===== src/rtl/bpwm_pkg.sv =====
package bpwm_pkg;
    localparam int CNT_W  = 16;
    localparam int BYTE_W = 8;
    localparam int ADDR_W = 3;
    localparam int NPAIR  = 2;

    typedef logic [CNT_W-1:0]  cnt_t;
    typedef logic [BYTE_W-1:0] byte_t;
    typedef logic [ADDR_W-1:0] addr_t;

    // register addresses
    localparam addr_t AD_MOD_HI = 3'd0;
    localparam addr_t AD_MOD_LO = 3'd1;
    localparam addr_t AD_PAIR0  = 3'd2;   // pair p: high at AD_PAIR0+2p, low at +1
    localparam addr_t AD_FLAGS  = 3'd6;

    typedef enum logic {PAIR_A = 1'b0, PAIR_B = 1'b1} pair_e;

    typedef struct packed {
        logic  en;
        addr_t addr;
        byte_t data;
    } bus_wr_t;

    typedef struct packed {
        logic  valid;
        pair_e sel;
    } pend_t;

    typedef struct packed {
        logic ovf;
        logic cmp;
    } evt_t;

    // sticky flag update: a new event outranks a clear on the same clock
    function automatic logic flag_next(logic cur, logic set, logic clr);
        return set | (cur & ~clr);
    endfunction
endpackage


===== src/rtl/bpwm_counter.sv =====
module bpwm_counter
    import bpwm_pkg::*;
(
    input  logic clk,
    input  logic rst,
    input  cnt_t limit,
    output cnt_t cnt_q,
    output cnt_t cnt_next,
    output logic wrap
);
    // wrap at or beyond the limit so a lowered limit never strands the count
    assign wrap     = (cnt_q >= limit);
    assign cnt_next = wrap ? '0 : cnt_q + cnt_t'(1);

    always_ff @(posedge clk) begin
        if (rst) cnt_q <= '0;
        else     cnt_q <= cnt_next;
    end
endmodule


===== src/rtl/bpwm_regs.sv =====
module bpwm_regs
    import bpwm_pkg::*;
#(
    parameter cnt_t MOD_INIT = '1
) (
    input  logic    clk,
    input  logic    rst,
    input  bus_wr_t wr,
    input  logic    wrap,
    output cnt_t    mod_q,
    output cnt_t    active_q,
    output cnt_t    active_next
);
    byte_t              mod_hi_q;
    byte_t              hi_hold [NPAIR];
    cnt_t               pair_val[NPAIR];
    logic [NPAIR-1:0]   lo_hit;
    pend_t              pend_q;
    cnt_t               staged;

    // period limit: high byte held, low byte commits the full value
    always_ff @(posedge clk) begin
        if (rst) begin
            mod_hi_q <= '0;
            mod_q    <= MOD_INIT;
        end else if (wr.en) begin
            if (wr.addr == AD_MOD_HI) mod_hi_q <= wr.data;
            if (wr.addr == AD_MOD_LO) mod_q    <= {mod_hi_q, wr.data};
        end
    end

    // one holding byte and one 16-bit value per channel pair
    for (genvar p = 0; p < NPAIR; p++) begin : g_pair
        localparam addr_t HI_AD = addr_t'(AD_PAIR0 + addr_t'(2 * p));
        localparam addr_t LO_AD = addr_t'(HI_AD + addr_t'(1));

        assign lo_hit[p] = wr.en && (wr.addr == LO_AD);

        always_ff @(posedge clk) begin
            if (rst) begin
                hi_hold[p]  <= '0;
                pair_val[p] <= '0;
            end else begin
                if (wr.en && wr.addr == HI_AD) hi_hold[p]  <= wr.data;
                if (lo_hit[p])                 pair_val[p] <= {hi_hold[p], wr.data};
            end
        end
    end

    assign staged = (pend_q.sel == PAIR_B) ? pair_val[1] : pair_val[0];

    // transfer uses the state before this clock; a colliding write stays pending
    assign active_next = (wrap && pend_q.valid) ? staged : active_q;

    always_ff @(posedge clk) begin
        if (rst) begin
            pend_q   <= '{valid: 1'b0, sel: PAIR_A};
            active_q <= '0;
        end else begin
            active_q <= active_next;
            if (wrap) pend_q.valid <= 1'b0;
            if (|lo_hit) begin
                pend_q.valid <= 1'b1;
                pend_q.sel   <= lo_hit[1] ? PAIR_B : PAIR_A;
            end
        end
    end
endmodule


===== src/rtl/bpwm_out.sv =====
module bpwm_out
    import bpwm_pkg::*;
(
    input  logic clk,
    input  logic rst,
    input  cnt_t cnt_next,
    input  cnt_t cmp_next,
    input  logic wrap,
    input  logic clr_ovf,
    input  logic clr_cmp,
    output logic pwm_out,
    output logic ovf_flag,
    output logic cmp_flag
);
    evt_t flags_q;
    evt_t hit;

    assign hit.ovf = wrap;
    assign hit.cmp = (cnt_next == cmp_next);

    // level follows the values that will hold after this edge,
    // so a period can only start high (cmp != 0) and fall once
    always_ff @(posedge clk) begin
        if (rst) begin
            pwm_out <= 1'b0;
            flags_q <= '0;
        end else begin
            pwm_out     <= (cnt_next < cmp_next);
            flags_q.ovf <= flag_next(flags_q.ovf, hit.ovf, clr_ovf);
            flags_q.cmp <= flag_next(flags_q.cmp, hit.cmp, clr_cmp);
        end
    end

    assign ovf_flag = flags_q.ovf;
    assign cmp_flag = flags_q.cmp;
endmodule


===== src/rtl/bpwm_pair.sv =====
module bpwm_pair
    import bpwm_pkg::*;
#(
    parameter cnt_t MOD_INIT = '1
) (
    input  logic              clk,
    input  logic              rst,
    input  logic              wr_en,
    input  logic [ADDR_W-1:0] wr_addr,
    input  logic [BYTE_W-1:0] wr_data,
    output logic [CNT_W-1:0]  count,
    output logic              pwm_out,
    output logic              ovf_flag,
    output logic              cmp_flag
);
    bus_wr_t wr;
    cnt_t    mod_q;
    cnt_t    active_q;
    cnt_t    active_next;
    cnt_t    cnt_next;
    logic    wrap;
    logic    clr_ovf;
    logic    clr_cmp;

    assign wr      = '{en: wr_en, addr: wr_addr, data: wr_data};
    assign clr_ovf = wr_en && (wr_addr == AD_FLAGS) && wr_data[0];
    assign clr_cmp = wr_en && (wr_addr == AD_FLAGS) && wr_data[1];

    bpwm_counter u_cnt (
        .clk      (clk),
        .rst      (rst),
        .limit    (mod_q),
        .cnt_q    (count),
        .cnt_next (cnt_next),
        .wrap     (wrap)
    );

    bpwm_regs #(.MOD_INIT(MOD_INIT)) u_regs (
        .clk         (clk),
        .rst         (rst),
        .wr          (wr),
        .wrap        (wrap),
        .mod_q       (mod_q),
        .active_q    (active_q),
        .active_next (active_next)
    );

    bpwm_out u_out (
        .clk      (clk),
        .rst      (rst),
        .cnt_next (cnt_next),
        .cmp_next (active_next),
        .wrap     (wrap),
        .clr_ovf  (clr_ovf),
        .clr_cmp  (clr_cmp),
        .pwm_out  (pwm_out),
        .ovf_flag (ovf_flag),
        .cmp_flag (cmp_flag)
    );
endmodule


===== config.mk =====
export PLATFORM = sky130hd
export DESIGN_NAME = bpwm_pair
export DESIGN_NICKNAME = d
export VERILOG_FILES = /design/src/rtl/bpwm_pkg.sv /design/src/rtl/bpwm_counter.sv /design/src/rtl/bpwm_regs.sv /design/src/rtl/bpwm_out.sv /design/src/rtl/bpwm_pair.sv
export SDC_FILE = /design/constraint.sdc
export NUM_CORES = 1
export LEC_CHECK = 0
export CORE_MARGIN = 8
export CORE_UTILIZATION = 52
export CTS_CLUSTER_DIAMETER = 200
export DETAILED_ROUTE_END_ITERATION = 6
export PLACE_DENSITY_LB_ADDON = 0.08
export SYNTH_ARGS = -nofsm -noshare
export SYNTH_HDL_FRONTEND = slang
export SYNTH_HIERARCHICAL = 1
export SYNTH_SLANG_ARGS = --single-unit

===== constraint.sdc =====
create_clock -name clk -period 3.88 [get_ports clk]
set_input_delay 1.164 -clock clk [delete_from_list [all_inputs] [get_ports clk]]
set_output_delay 1.164 -clock clk [all_outputs]
set_load 0.1 [all_outputs]

==> Word-level counts from Yosys, hierarchy flattened <==
Memories as Yosys holds them, arrays and structs flattened.
Index checks and enable logic that the tools add are counted.
{ "word_totals": {"memories": 2, "ram_bits": 48, "reg_bits": 61, "elab_cells": 67, "output_inout_bits": 19, "in_bits": 14} }
{ "op_classes": {"reduce_logical": 13, "n_addsub": 1, "bitwise_logic": 10, "n_mux": 23, "n_lt_le_gt_ge": 2, "n_eq_ne": 7} }
{ "mem_list": {"columns": ["name", "depth", "word_bits", "rd", "rd_ports_with_merged_regs", "wr", "line_no", "text"], "rows": [
  ["u_regs.pair_val", 2, 16, 2, 0, 2, "bpwm_regs.sv:16", "cnt_t pair_val[NPAIR];"],
  ["u_regs.hi_hold", 2, 8, 2, 0, 2, "bpwm_regs.sv:15", "byte_t hi_hold [NPAIR];"]
]} }
{ "ops": {"columns": ["op", "n"], "rows": [
  ["2-to-1 mux 16 bit", 5],
  ["adder 16 x 1 -> 16 bit (second input constant)", 1],
  ["== test 16 bit", 1],
  [">= comparator 16 bit", 1],
  ["< comparator 16 bit", 1],
  ["2-to-1 mux 8 bit", 2],
  ["2-to-1 mux 1 bit", 15],
  ["== test 3 bit (second input constant)", 3],
  ["logical AND 1 bit", 8],
  ["== test 3 x 2 -> 1 bit (second input constant)", 2],
  ["OR 1 bit", 6],
  ["AND reduction 2 bit", 2],
  ["== test 3 x 1 -> 1 bit (second input constant)", 1],
  ["zero test 3 bit", 1],
  ["AND 1 bit", 2],
  ["2-to-1 mux 2 bit", 1],
  ["NOT 1 bit", 2],
  ["nonzero test 2 bit", 1],
  ["OR reduction 2 bit", 1]
]} }

==> Depth between registers and ports, before layout <==
Gate-level depths: netlist of the first run.
{ "depth": {"depth_word": 6, "ltp_mapped": 16, "depth_no_buf": 15} }

==> Modules after synthesis <==
The synthesis of the first run kept the hierarchy.
{ "by_module_without_submodules": {"columns": ["module", "seq_area_each_um2", "cells_each", "area_per_inst_um2", "instances"], "rows": [
  ["bpwm_regs", 2282.2, 300, 3588.4, 1],
  ["bpwm_counter", 320.3, 150, 1566.5, 1],
  ["bpwm_out", 60.1, 63, 489.2, 1],
  ["bpwm_pair", 0.0, 3, 22.5, 1]
]} }

==> Worst setup path before layout of the first run <==
Ideal clock, no wire load.
{ "synth_path": {"path_type": "flip-flop to flip-flop", "start": "register u_cnt.cnt_q[0]", "end": "register u_out.pwm_out", "path_stages_with_launch": 17, "n_path_buf": 2, "path_slack_ps": -518, "synth_period_minus_slack_ps": 4398, "required_time_ps": 3792, "arrival_ps": 4310, "cell_sequence": "dfxtp_1 > inv_1 > ha_1 > nand2b_4 > a2111oi_4 > nor3_4 > or3_1 > and2_1 > clkbuf_1 > clkbuf_1 > a21oi_1 > inv_1 > ha_1 > a21oi_1 > nand2_1 > a211o_1 > nor4_2"} }
{ "synth_between": {"elab_chain_cells": 4, "elab_cells_between_ends": 6, "classes_between": "1 x add/sub; 2 x order compare; 2 x mux; 1 x reduce/logical"} }
{ "synth_lines": {"columns": ["element", "line_no", "text"], "rows": [
  ["start: declaration", "bpwm_counter.sv:7", "output cnt_t cnt_q,"],
  ["start signal: assignment", "bpwm_counter.sv:17", "else cnt_q <= cnt_next;"],
  [">= comparator 16 bit", "bpwm_counter.sv:12", "assign wrap = (cnt_q >= limit);"],
  ["named net wrap", "bpwm_pair.sv:21", "logic wrap;"],
  ["logical AND 1 bit", "bpwm_regs.sv:53", "assign active_next = (wrap && pend_q.valid) ? staged : active_q;"],
  ["2-to-1 mux 16 bit", "bpwm_regs.sv:53", null],
  ["named net active_next[14]", "bpwm_pair.sv:19", "cnt_t active_next;"],
  ["< comparator 16 bit", "bpwm_out.sv:28", "pwm_out <= (cnt_next < cmp_next);"],
  ["end signal: assignment", "bpwm_out.sv:28", null],
  ["end: declaration", "bpwm_out.sv:11", "output logic pwm_out,"]
]} }
The timed path passes the listed nets, and every way through them passes these cells.
A chain may end at the register's enable or synchronous reset.

==> Final worst setup path of the first run <==
Same ends and word-level chain as after synthesis.

==> metrics, run 1 <==
outcome=complete, no violations; grt total ovfl=0; Startpoint Class=flop; CTS Sinks=109; final instance area=around 0.0063 sq mm; core box area=about 0.011 sq mm; CP Data Required Time=4.14 ns; DR DRC count=0; most common cell after layout, fill and taps aside=and2_1; hold_sp=u_regs/mod_hi_q[1]; worst skew pair latency=0.37 ns; commonest non-fill, non-tap cells in the layout=67 x and2_1, 48 x edfxtp_1, 46 x dfxtp_1; Min-Delay Endpoint=u_regs/mod_hi_q[1]; share of cells above drive strength 1=19.2%; end of the worst register-to-register path=u_out/pwm_out; max frequency=0.278 GHz; Worst setup startpoint=u_cnt/cnt_q[0]; vias in the first global route=3,860; Most used DFF post-synth=dfxtp_1; Hold WS=approximately 0.46 ns; Post-Syn Nets=roughly 560; dpl cells=671; Die Wd=approximately 120 um; Most Used Layer, Global Route=met2; nets@finish=589; TritonCTS Buffers=9; PostCTS Resize Cnt=0; Mapped Cells=516; WL/cell=roughly 18 um; crit end category=flop; diode count=0; setup TNS=0 ns; GPL Wtd Cong=roughly 0.80; Placed Area=between 0.006 and 0.007 sq mm; Unique masters post-synth=49; final hold violations=0; ranking of synthesized cells by area=edfxtp_1 25%, dfxtp_1 22%, and2_1 7.4%; reg-to-reg slack, setup=around 0.28 ns; CTS Root Cell=clkbuf_8; final worst slack=0.283 ns; RSZ-0062 raised after global routing=false; count of flip-flops with a built-in enable after synthesis=48; CTS H-tree depth=3; crit path max fanout=48; P per Cell Area=336 mW/mm^2; Clock Pin Slew Worst Setup and Hold Paths=0.10 ns; final cycle utilization of the critical path=92.7%; clock buffer depth=2; GRT Resource Usage Total=17.7%; final setup violation count=0; R2R Path Start=u_cnt/cnt_q[0]; Slew @ Worst Pin=1.02 ns; largest area contributor in the netlist=edfxtp_1; grt met1 use=24.4%; post-synthesis sequential area ratio=47.0%; IO Pins=33; FP Rows=38; Area Growth Syn to Fin=10.6%; first-pass GRT wire length=20,100 um; final clock skew=0.0131 ns; largest net degree at the start of global routing=about 50; Detailed Place HPWL=9020 um; async set or reset register ratio after synthesis=0%; first drt pass iteration count=4; Die Y=120 um; number of max-cap violations=0; antenna violations before repair=0; reg2reg path depth=15; Routed Antenna Nets=0; WP data arrival=3.85 ns; final core utilization=58.3%; Netlist Area Pre-Place=0.00567 sq mm; Hold-fix buffers, CTS=0; worst rel slew slack=31.9%; I/O Buffers=32; total power=2.11 mW; CTS tree=done; # fillers=945; Synth top area share=25.4%; Synth Area per Inst=11.0 sq um; Setup WS pre-CTS=roughly 0.35 ns; warning count from the yosys run=6; vias per cell=5.59; Total Die Area=0.0145 sq mm; Initial Utilization=52.7%; kind of critical path=flop to flop; WHS Path Cells=2; Detailed Route Iter0 Violations=~280; vias=3,840; GRT met3 Usage=under 10%; met2 Usage GRT=27.2%; Slew Viols, Final=0; post-CTS repair timing setup buffer count=0; Final Non-Filler Cells=around 700; Tightest Hold Check Type=flop to flop; worst vdd ir=0.204 mV; #FFs+latches synth=109; Routed WL=roughly 12,000 um; Tmin final=~3.6 ns; LEAKAGE=between 2 and 2.5 nW
## registers in the layout, indices dropped and copies added (netlist names)
name,flops
u_regs/hi_hold,16
u_out/pwm_out,1
u_out/cmp_flag,1
u_regs/pend_q,2
u_regs/active_q,16
u_regs/mod_q,16
u_regs/pair_val,32
u_out/ovf_flag,1
u_cnt/cnt_q,16
u_regs/mod_hi_q,8
## cell type report
type | count | area (sq um) | share of cell area (%)
flip-flops and latches | 109 | 2680 | 42.8
repair buffers | 41 | 350 | 5.59
inverters | 37 | 139 | 2.22
multi-input cells | 344 | 2740 | 43.6
clock buffers | 11 | 141 | 2.26
clock inverters | 5 | 42.5 | 0.679
well taps | 140 | 175 | 2.79
## where the power goes
part           internal, mW  total, mW  switching (mW)
combinational        0.0671      0.195           0.128
clock                 0.260      0.655           0.395
sequential             1.24       1.26          0.0194
total                  1.57       2.11           0.542
## synthesized netlist by cell type, drive strengths merged, types with 8 or more instances
| cell | n |
|---|---|
| and2 | 67 |
| dfxtp | 61 |
| edfxtp | 48 |
| a21oi | 37 |
| inv | 37 |
| ha | 33 |
| nor4 | 32 |
| nand2 | 22 |
| nor2 | 20 |
| a211o | 17 |
| a211oi | 17 |
| mux2i | 16 |
| clkbuf | 15 |
| xnor2 | 13 |
| buf | 11 |
| nand3 | 10 |
| nand4 | 8 |
| nor3 | 8 |
## how the worst max path moves through the flow
stage | cells after the start | endpoint
3_5_place_dp | 16 | u_out/pwm_out
5_1_grt | 15 | u_out/pwm_out
4_1_cts | 16 | u_out/pwm_out
2_1_floorplan | 15 | u_out/pwm_out
6_report | 15 | u_out/pwm_out
3_3_place_gp | 16 | u_out/pwm_out
## critical path: stages (launching register included)
cell       delay [ns]
dfxtp_4          0.35
inv_1            0.04
ha_1             0.26
nand2b_4         0.15
a2111oi_4        0.49
nor3_4           0.07
or3_1            0.40
and2_1           0.21
buf_12           0.18
a21oi_1          0.17
inv_1            0.07
ha_1             0.33
nand4_1          0.17
nor3_1           0.30
a21boi_1         0.24
nor4_2           0.05
## routing by layer
layer / vias up / part of all wire [%]
met1: 1850 / 48
met5: - / 0
met3: 14 / 3.5
met2: 59 / 47
met4: 0 / 1.6
li1: 1917 / -
## cells by family (layout without fill, tap and decap cells)
kind of cell             Yosys count  count (layout)  synth area share, %
flip-flops                       109             109                 47.0
XOR/XNOR                          14              14                 2.16
AND/OR/NAND/NOR                  194             194                 24.3
multiplexers                      16              16                 2.83
buffers and inverters             63              94                 4.95
AO/OA/AOI/OAI                     87              87                 11.5
adder cells (fa/ha/maj)           33              33                 7.29
No activity file was read; power rests on OpenSTA's default activity.
==> run 2, diff against run 1 <==
--- a/config.mk
+++ b/config.mk
@@ -5,7 +5,7 @@
 export SDC_FILE = /design/constraint.sdc
 export NUM_CORES = 1
 export LEC_CHECK = 0
-export CORE_MARGIN = 8
+export CORE_MARGIN = 5
 export CORE_UTILIZATION = 52
 export CTS_CLUSTER_DIAMETER = 200
 export DETAILED_ROUTE_END_ITERATION = 6
==> metrics, run 2 (same netlist as run 1, synthesis figures left out) <==
vias in the first global route=3,772 (-2.3%); Hold-fix buffers, CTS=0 (unchanged); CP Data Required Time=4.17 ns (+0.03 ns); diode count=0 (unchanged); first-pass GRT wire length=19,900 um (-1.3%); Largest Register=u_regs/pair_val; CTS H-tree depth=3 (unchanged); Tmin final=3.59 ns (-0.00651 ns); TritonCTS Buffers=9 (unchanged); Total Die Area=0.0131 sq mm (-9.7%); CP cell instances=inv_1, ha_1, nand2b_4, a2111oi_4, nor3_4, or3_1, and2_1, buf_12, nor2_1, a21oi_1, inv_1, ha_1, a21oi_1, nand2_1, a211o_1, nor4_2; Min-Delay Endpoint=u_regs/mod_hi_q[5]; worst rel slew slack=33.5% (+1.6 points); Tightest Hold Check Type=flop to flop; outcome=complete, no violations; Routed WL=12,100 um (-2.4%); IO Pins=33 (unchanged); Psw=0.548 mW (+1.1%); final hold violations=0 (unchanged); WP data arrival=3.88 ns (+0.03 ns); antenna violations before repair=0 (unchanged); PostCTS Resize Cnt=0 (unchanged); WL/cell=17.6 um (-2.4%); grt total ovfl=0 (unchanged); vias per cell=5.57 (-0.36%); final clock skew=0.0104 ns (-0.00267 ns); final worst slack=0.290 ns (+0.00651 ns); Sw Share=25.3% (-0.37 points); GPL Wtd Cong=0.874 (+9.0%); Routed Antenna Nets=0 (unchanged); first drt pass iteration count=5 (+1); number of max-cap violations=0 (unchanged); GRT Resource Usage Total=19.5% (+1.8 points); Placed Area=0.00609 sq mm (about the same); reg-to-reg slack, setup=0.29 ns (about the same); nets@finish=589 (unchanged); slowest stage delay, CP=0.49 ns (about the same); final instance area=0.00629 sq mm (+0.34%); setup TNS=0 ns (unchanged); LEAKAGE=2.43 nW (about the same); max frequency=0.279 GHz (+0.18%); CTS Sinks=109 (unchanged); final core utilization=58.5% (+0.20 points); share of cells above drive strength 1=19.0% (-0.18 points); post-CTS repair timing setup buffer count=0 (unchanged); Slew @ Worst Pin=0.997 ns (-0.0237 ns); vias=3,826 (-0.36%); Die Wd=114 um (-5.0%); worst vdd ir=0.276 mV (+35%); Initial Utilization=52.7% (unchanged); CTS tree=done; clock buffer depth=2 (unchanged); Logic pwr share=8.8% (-0.4 points); crit path max fanout=48 (unchanged); hold_sp=u_regs/mod_hi_q[5]; end of the worst register-to-register path=u_out/pwm_out; P per Cell Area=344 mW/mm^2 (+2.3%); sequential power share=58.2% (-1.5 points); Internal=1.62 mW (+3.1%); CTS Root Cell=clkbuf_8; final setup violation count=0 (unchanged); Slew Viols, Final=0 (unchanged); Detailed Place HPWL=8640 um (-4.3%); commonest non-fill, non-tap cells in the layout=67 x and2_1, 48 x edfxtp_1, 46 x dfxtp_1; Setup WS pre-CTS=0.344 ns (-0.00961 ns); FP Rows=38 (unchanged); Area Growth Syn to Fin=11.0%; Clock power frac=32.9% (+1.8 points); R2R Path Start=u_cnt/cnt_q[0]; worst skew pair latency=0.37 ns (about the same); largest net degree at the start of global routing=49 (unchanged); Largest register FFs=32 (unchanged); final cycle utilization of the critical path=92.5% (-0.17 points); most common cell after layout, fill and taps aside=and2_1; kind of critical path=flop to flop; Detailed Route Iter0 Violations=248 (-11%); core box area=0.0107 sq mm (unchanged); CP max stage cell=a2111oi_4; DR DRC count=0 (unchanged); I/O Buffers=32 (unchanged); crit end category=flop; Die Y=114 um (-5.0%); Clock Pin Slew Worst Setup and Hold Paths=0.11 ns (about the same); reg2reg path depth=16 (+1); RSZ-0062 raised after global routing=false; WHS Path Cells=2 (unchanged); Startpoint Class=flop
## run 2: cell count changes in the layout (fill, tap and decap cells not counted), sizes merged
cell / change
clkbuf: -1
bufinv: +1
clkinvlp: +1
inv: +1
clkinv: -2
clkdlybuf4s50: +1
buf: -1
## run 2: power groups by stage
stage               Combinational (mW)  Sequential [mW]  Clock [mW]
detailed placement               0.193             1.29           0
floorplan                       0.0960             1.32           0
CTS                              0.194             1.26       0.735
global placement                 0.191             1.29           0
finish                           0.191             1.26       0.712
global route                     0.207             1.27       0.790
## run 2: worst max-delay path by stage
stage / from / endpoint / slack (ns)
2_1_floorplan: u_cnt/cnt_q[7] / u_out/pwm_out / 0.009
5_1_grt: u_cnt/cnt_q[0] / u_out/pwm_out / 0.08
4_1_cts: u_cnt/cnt_q[0] / u_out/pwm_out / 0.31
3_3_place_gp: u_cnt/cnt_q[0] / u_out/pwm_out / 0.43
3_5_place_dp: u_cnt/cnt_q[0] / u_out/pwm_out / 0.34
6_report: u_cnt/cnt_q[0] / u_out/pwm_out / 0.29
## run 2: worst max-delay path, delay by kind of cell, from the launching register on
family / cells / cell delay (ns)
buffers and inverters: 3 / 0.29
AO/OA/AOI/OAI: 4 / 1.04
adder cells (fa/ha/maj): 2 / 0.50
AND/OR/NAND/NOR: 7 / 1.26
flip-flops: 1 / 0.41
## run 2: per-stage QoR
| stage | std cells | total power, mW | hold WS [ns] |
|---|---|---|---|
| floorplan | 516 | 1.41 | 0.432 |
| global placement | 671 | 1.48 | 0.444 |
| detailed placement | 671 | 1.48 | 0.445 |
| CTS | 687 | 2.19 | 0.461 |
| global route | 687 | 2.26 | 0.492 |
| finish | 687 | 2.16 | 0.458 |
## run 2: routing by layer
layer / global-route usage, % / vias up / share of wire, %
li1: - / 1927 / -
met1: 27.4 / 1835 / 48
met2: 31.2 / 60 / 48
met3: 3.75 / 4 / 3.6
met4: 4.91 / 0 / 0.56
met5: 0 / - / 0
## run 2: cell type report
| class | instances | area [sq um] |
|---|---|---|
| inverter | 37 | 139 |
| clock inverter | 6 | 75.1 |
| tap | 140 | 175 |
| fill | 930 | 4460 |
| clock buffer | 10 | 128 |
| timing repair buffer | 41 | 353 |
| sequential | 109 | 2680 |
| multi-input combinational | 344 | 2740 |
==> run 3, diff against run 2 <==
--- a/config.mk
+++ b/config.mk
@@ -9,6 +9,7 @@
 export CORE_UTILIZATION = 52
 export CTS_CLUSTER_DIAMETER = 200
 export DETAILED_ROUTE_END_ITERATION = 6
+export DONT_BUFFER_PORTS = 1
 export PLACE_DENSITY_LB_ADDON = 0.08
 export SYNTH_ARGS = -nofsm -noshare
 export SYNTH_HDL_FRONTEND = slang
==> metrics, run 3 (same netlist as run 1, synthesis figures left out) <==
CP cell instances=inv_1, ha_1, nand2b_4, a2111oi_4, nor3_4, or3_1, and2_1, buf_12, nor2_1, a21oi_1, inv_1, ha_1, a21oi_1, nand2_1, a211o_1, nor4_2; worst vdd ir=0.221 mV (-20%); Psw=0.542 mW (-1.1%); Largest register FFs=32 (unchanged); Final Non-Filler Cells=669 (-2.6%); Routed WL=12,000 um (-0.37%); reg2reg path depth=16 (unchanged); total power=2.15 mW (-0.73%); I/O Buffers=0 (-100%); kind of critical path=flop to flop; FP Rows=38 (unchanged); crit path max fanout=48 (unchanged); IO Pins=33 (unchanged); worst rel slew slack=30.0% (-3.5 points); final hold violations=0 (unchanged); final clock skew=0.0149 ns (+0.00445 ns); sequential power share=59.4% (+1.2 points); Area Growth Syn to Fin=8.24%; Slew Viols, Final=0 (unchanged); TritonCTS Buffers=9 (unchanged); clock buffer depth=2 (unchanged); Setup WS pre-CTS=0.367 ns (+0.0233 ns); CTS Root Cell=clkbuf_8; Total Die Area=0.0131 sq mm (unchanged); Die Wd=114 um (unchanged); Sw Share=25.2% (-0.10 points); GPL Wtd Cong=0.820 (-6.2%); final instance area=0.00613 sq mm (-2.5%); RSZ-0062 raised after global routing=false; Critical Path Sink=u_out/pwm_out; setup TNS=0 ns (unchanged); antenna violations before repair=0 (unchanged); Clock Pin Slew Worst Setup and Hold Paths=0.11 ns (about the same); Internal=1.61 mW (-0.60%); Detailed Route Iter0 Violations=246 (-0.81%); GRT Resource Usage Total=19.3% (-0.25 points); Largest Register=u_regs/pair_val; PostCTS Resize Cnt=0 (unchanged); CTS H-tree depth=3 (unchanged); most common cell after layout, fill and taps aside=and2_1; Tightest Hold Check Type=flop to flop; slowest stage delay, CP=0.49 ns (about the same); max frequency=0.285 GHz (+2.2%); CTS Sinks=109 (unchanged); final cycle utilization of the critical path=90.6% (-2.0 points); grt total ovfl=0 (unchanged); DR DRC count=0 (unchanged); WP data arrival=3.80 ns (-0.08 ns); R2R Path Start=u_cnt/cnt_q[0]; outcome=complete, no violations; CP Data Required Time=4.17 ns (about the same); Hold WS=0.452 ns (-0.00623 ns); dpl cells=653 (-2.7%); post-CTS repair timing setup buffer count=0 (unchanged); nets@finish=571 (-3.1%); first-pass GRT wire length=19,500 um (-1.8%); Clock power frac=34.2% (+1.3 points); diode count=0 (unchanged); final core utilization=57.1% (-1.4 points); Startpoint Class=flop; CP max stage cell=a2111oi_4; first drt pass iteration count=4 (-1); commonest non-fill, non-tap cells in the layout=67 x and2_1, 48 x edfxtp_1, 46 x dfxtp_1; cell depth of the worst setup path=16 (unchanged); WL/cell=18.0 um (+2.3%); final setup violation count=0 (unchanged); Detailed Place HPWL=8740 um (+1.3%); Worst setup startpoint=u_cnt/cnt_q[0]; core box area=0.0107 sq mm (unchanged); CTS tree=done; # fillers=988 (+6.2%); largest net degree at the start of global routing=55 (+12%); Slew @ Worst Pin=1.05 ns (+0.0507 ns); Tmin final=3.51 ns (-0.0765 ns); number of max-cap violations=0 (unchanged); Routed Antenna Nets=0 (unchanged); Largest delay share family, worst path=simple AND/OR/NAND/NOR gates; crit end category=flop; crit path buf inv count=3 (unchanged); Placed Area=0.00592 sq mm (-2.8%); LEAKAGE=2.37 nW (-2.7%); end of the worst register-to-register path=u_out/pwm_out; vias in the first global route=3,625 (-3.9%); reg-to-reg slack, setup=0.37 ns (+0.08 ns); final worst slack=0.366 ns (+0.0765 ns); worst skew pair latency=0.37 ns (about the same); Logic pwr share=6.4% (-2.4 points); Initial Utilization=52.7% (unchanged); vias per cell=5.57 (about the same); P per Cell Area=350 mW/mm^2 (+1.8%); Die Y=114 um (unchanged); Hold-fix buffers, CTS=0 (unchanged); share of cells above drive strength 1=18.9% (-0.11 points); vias=3,728 (-2.6%)
## run 3: cell count changes in the layout (fill, tap and decap cells not counted), sizes merged
| cell | before | now |
|---|---|---|
| clkdlybuf4s50 | 14 | 0 |
| buf | 27 | 23 |
| clkinv | 1 | 2 |
| clkbuf | 10 | 9 |
## run 3: metal layers
| metal | share of wire (%) | global-route usage, % |
|---|---|---|
| met4 | 1.4 | 5.78 |
| met2 | 46 | 29.6 |
| met5 | 0 | 0 |
| met3 | 4.3 | 3.12 |
| met1 | 48 | 28.0 |
## run 3: worst min-delay path by stage
stage | startpoint | endpoint | slack, ns | cells after the start
after floorplan | u_regs/mod_hi_q[0] | u_regs/mod_hi_q[0] | 0.43 | 2
final | u_regs/mod_hi_q[5] | u_regs/mod_hi_q[5] | 0.45 | 2
after global routing | u_regs/mod_hi_q[5] | u_regs/mod_hi_q[5] | 0.48 | 2
after global placement | u_regs/mod_hi_q[0] | u_regs/mod_hi_q[0] | 0.44 | 2
after detailed placement | u_regs/mod_hi_q[0] | u_regs/mod_hi_q[0] | 0.44 | 2
after CTS | u_regs/mod_hi_q[0] | u_regs/mod_hi_q[0] | 0.45 | 2
## run 3: power groups by stage
stage | combinational (mW) | sequential, mW | clock (mW)
6_report | 0.138 | 1.28 | 0.734
5_1_grt | 0.151 | 1.28 | 0.798
4_1_cts | 0.139 | 1.28 | 0.751
3_5_place_dp | 0.139 | 1.30 | 0
3_3_place_gp | 0.136 | 1.30 | 0
2_1_floorplan | 0.0960 | 1.32 | 0
## run 3: final cells by class
cell class	count	area [sq um]	share of cell area, %
tap	140	175	2.86
clock buffer	9	124	2.02
inverter	37	139	2.26
timing repair buffer	23	185	3.02
sequential	109	2680	43.8
multi-input combinational	344	2740	44.6
clock inverter	7	91.3	1.49
## run 3: worst register-to-register path, stage by stage (launching register included)
cell and delay (ns):
dfxtp_4 0.35, inv_1 0.04, ha_1 0.26, nand2b_4 0.15, a2111oi_4 0.49, nor3_4 0.08, or3_1 0.40, and2_1 0.21
buf_12 0.18, nor2_1 0.14, a21oi_1 0.06, inv_1 0.06, ha_1 0.24, a21oi_1 0.16, nand2_1 0.07, a211o_1 0.30
nor4_2 0.25
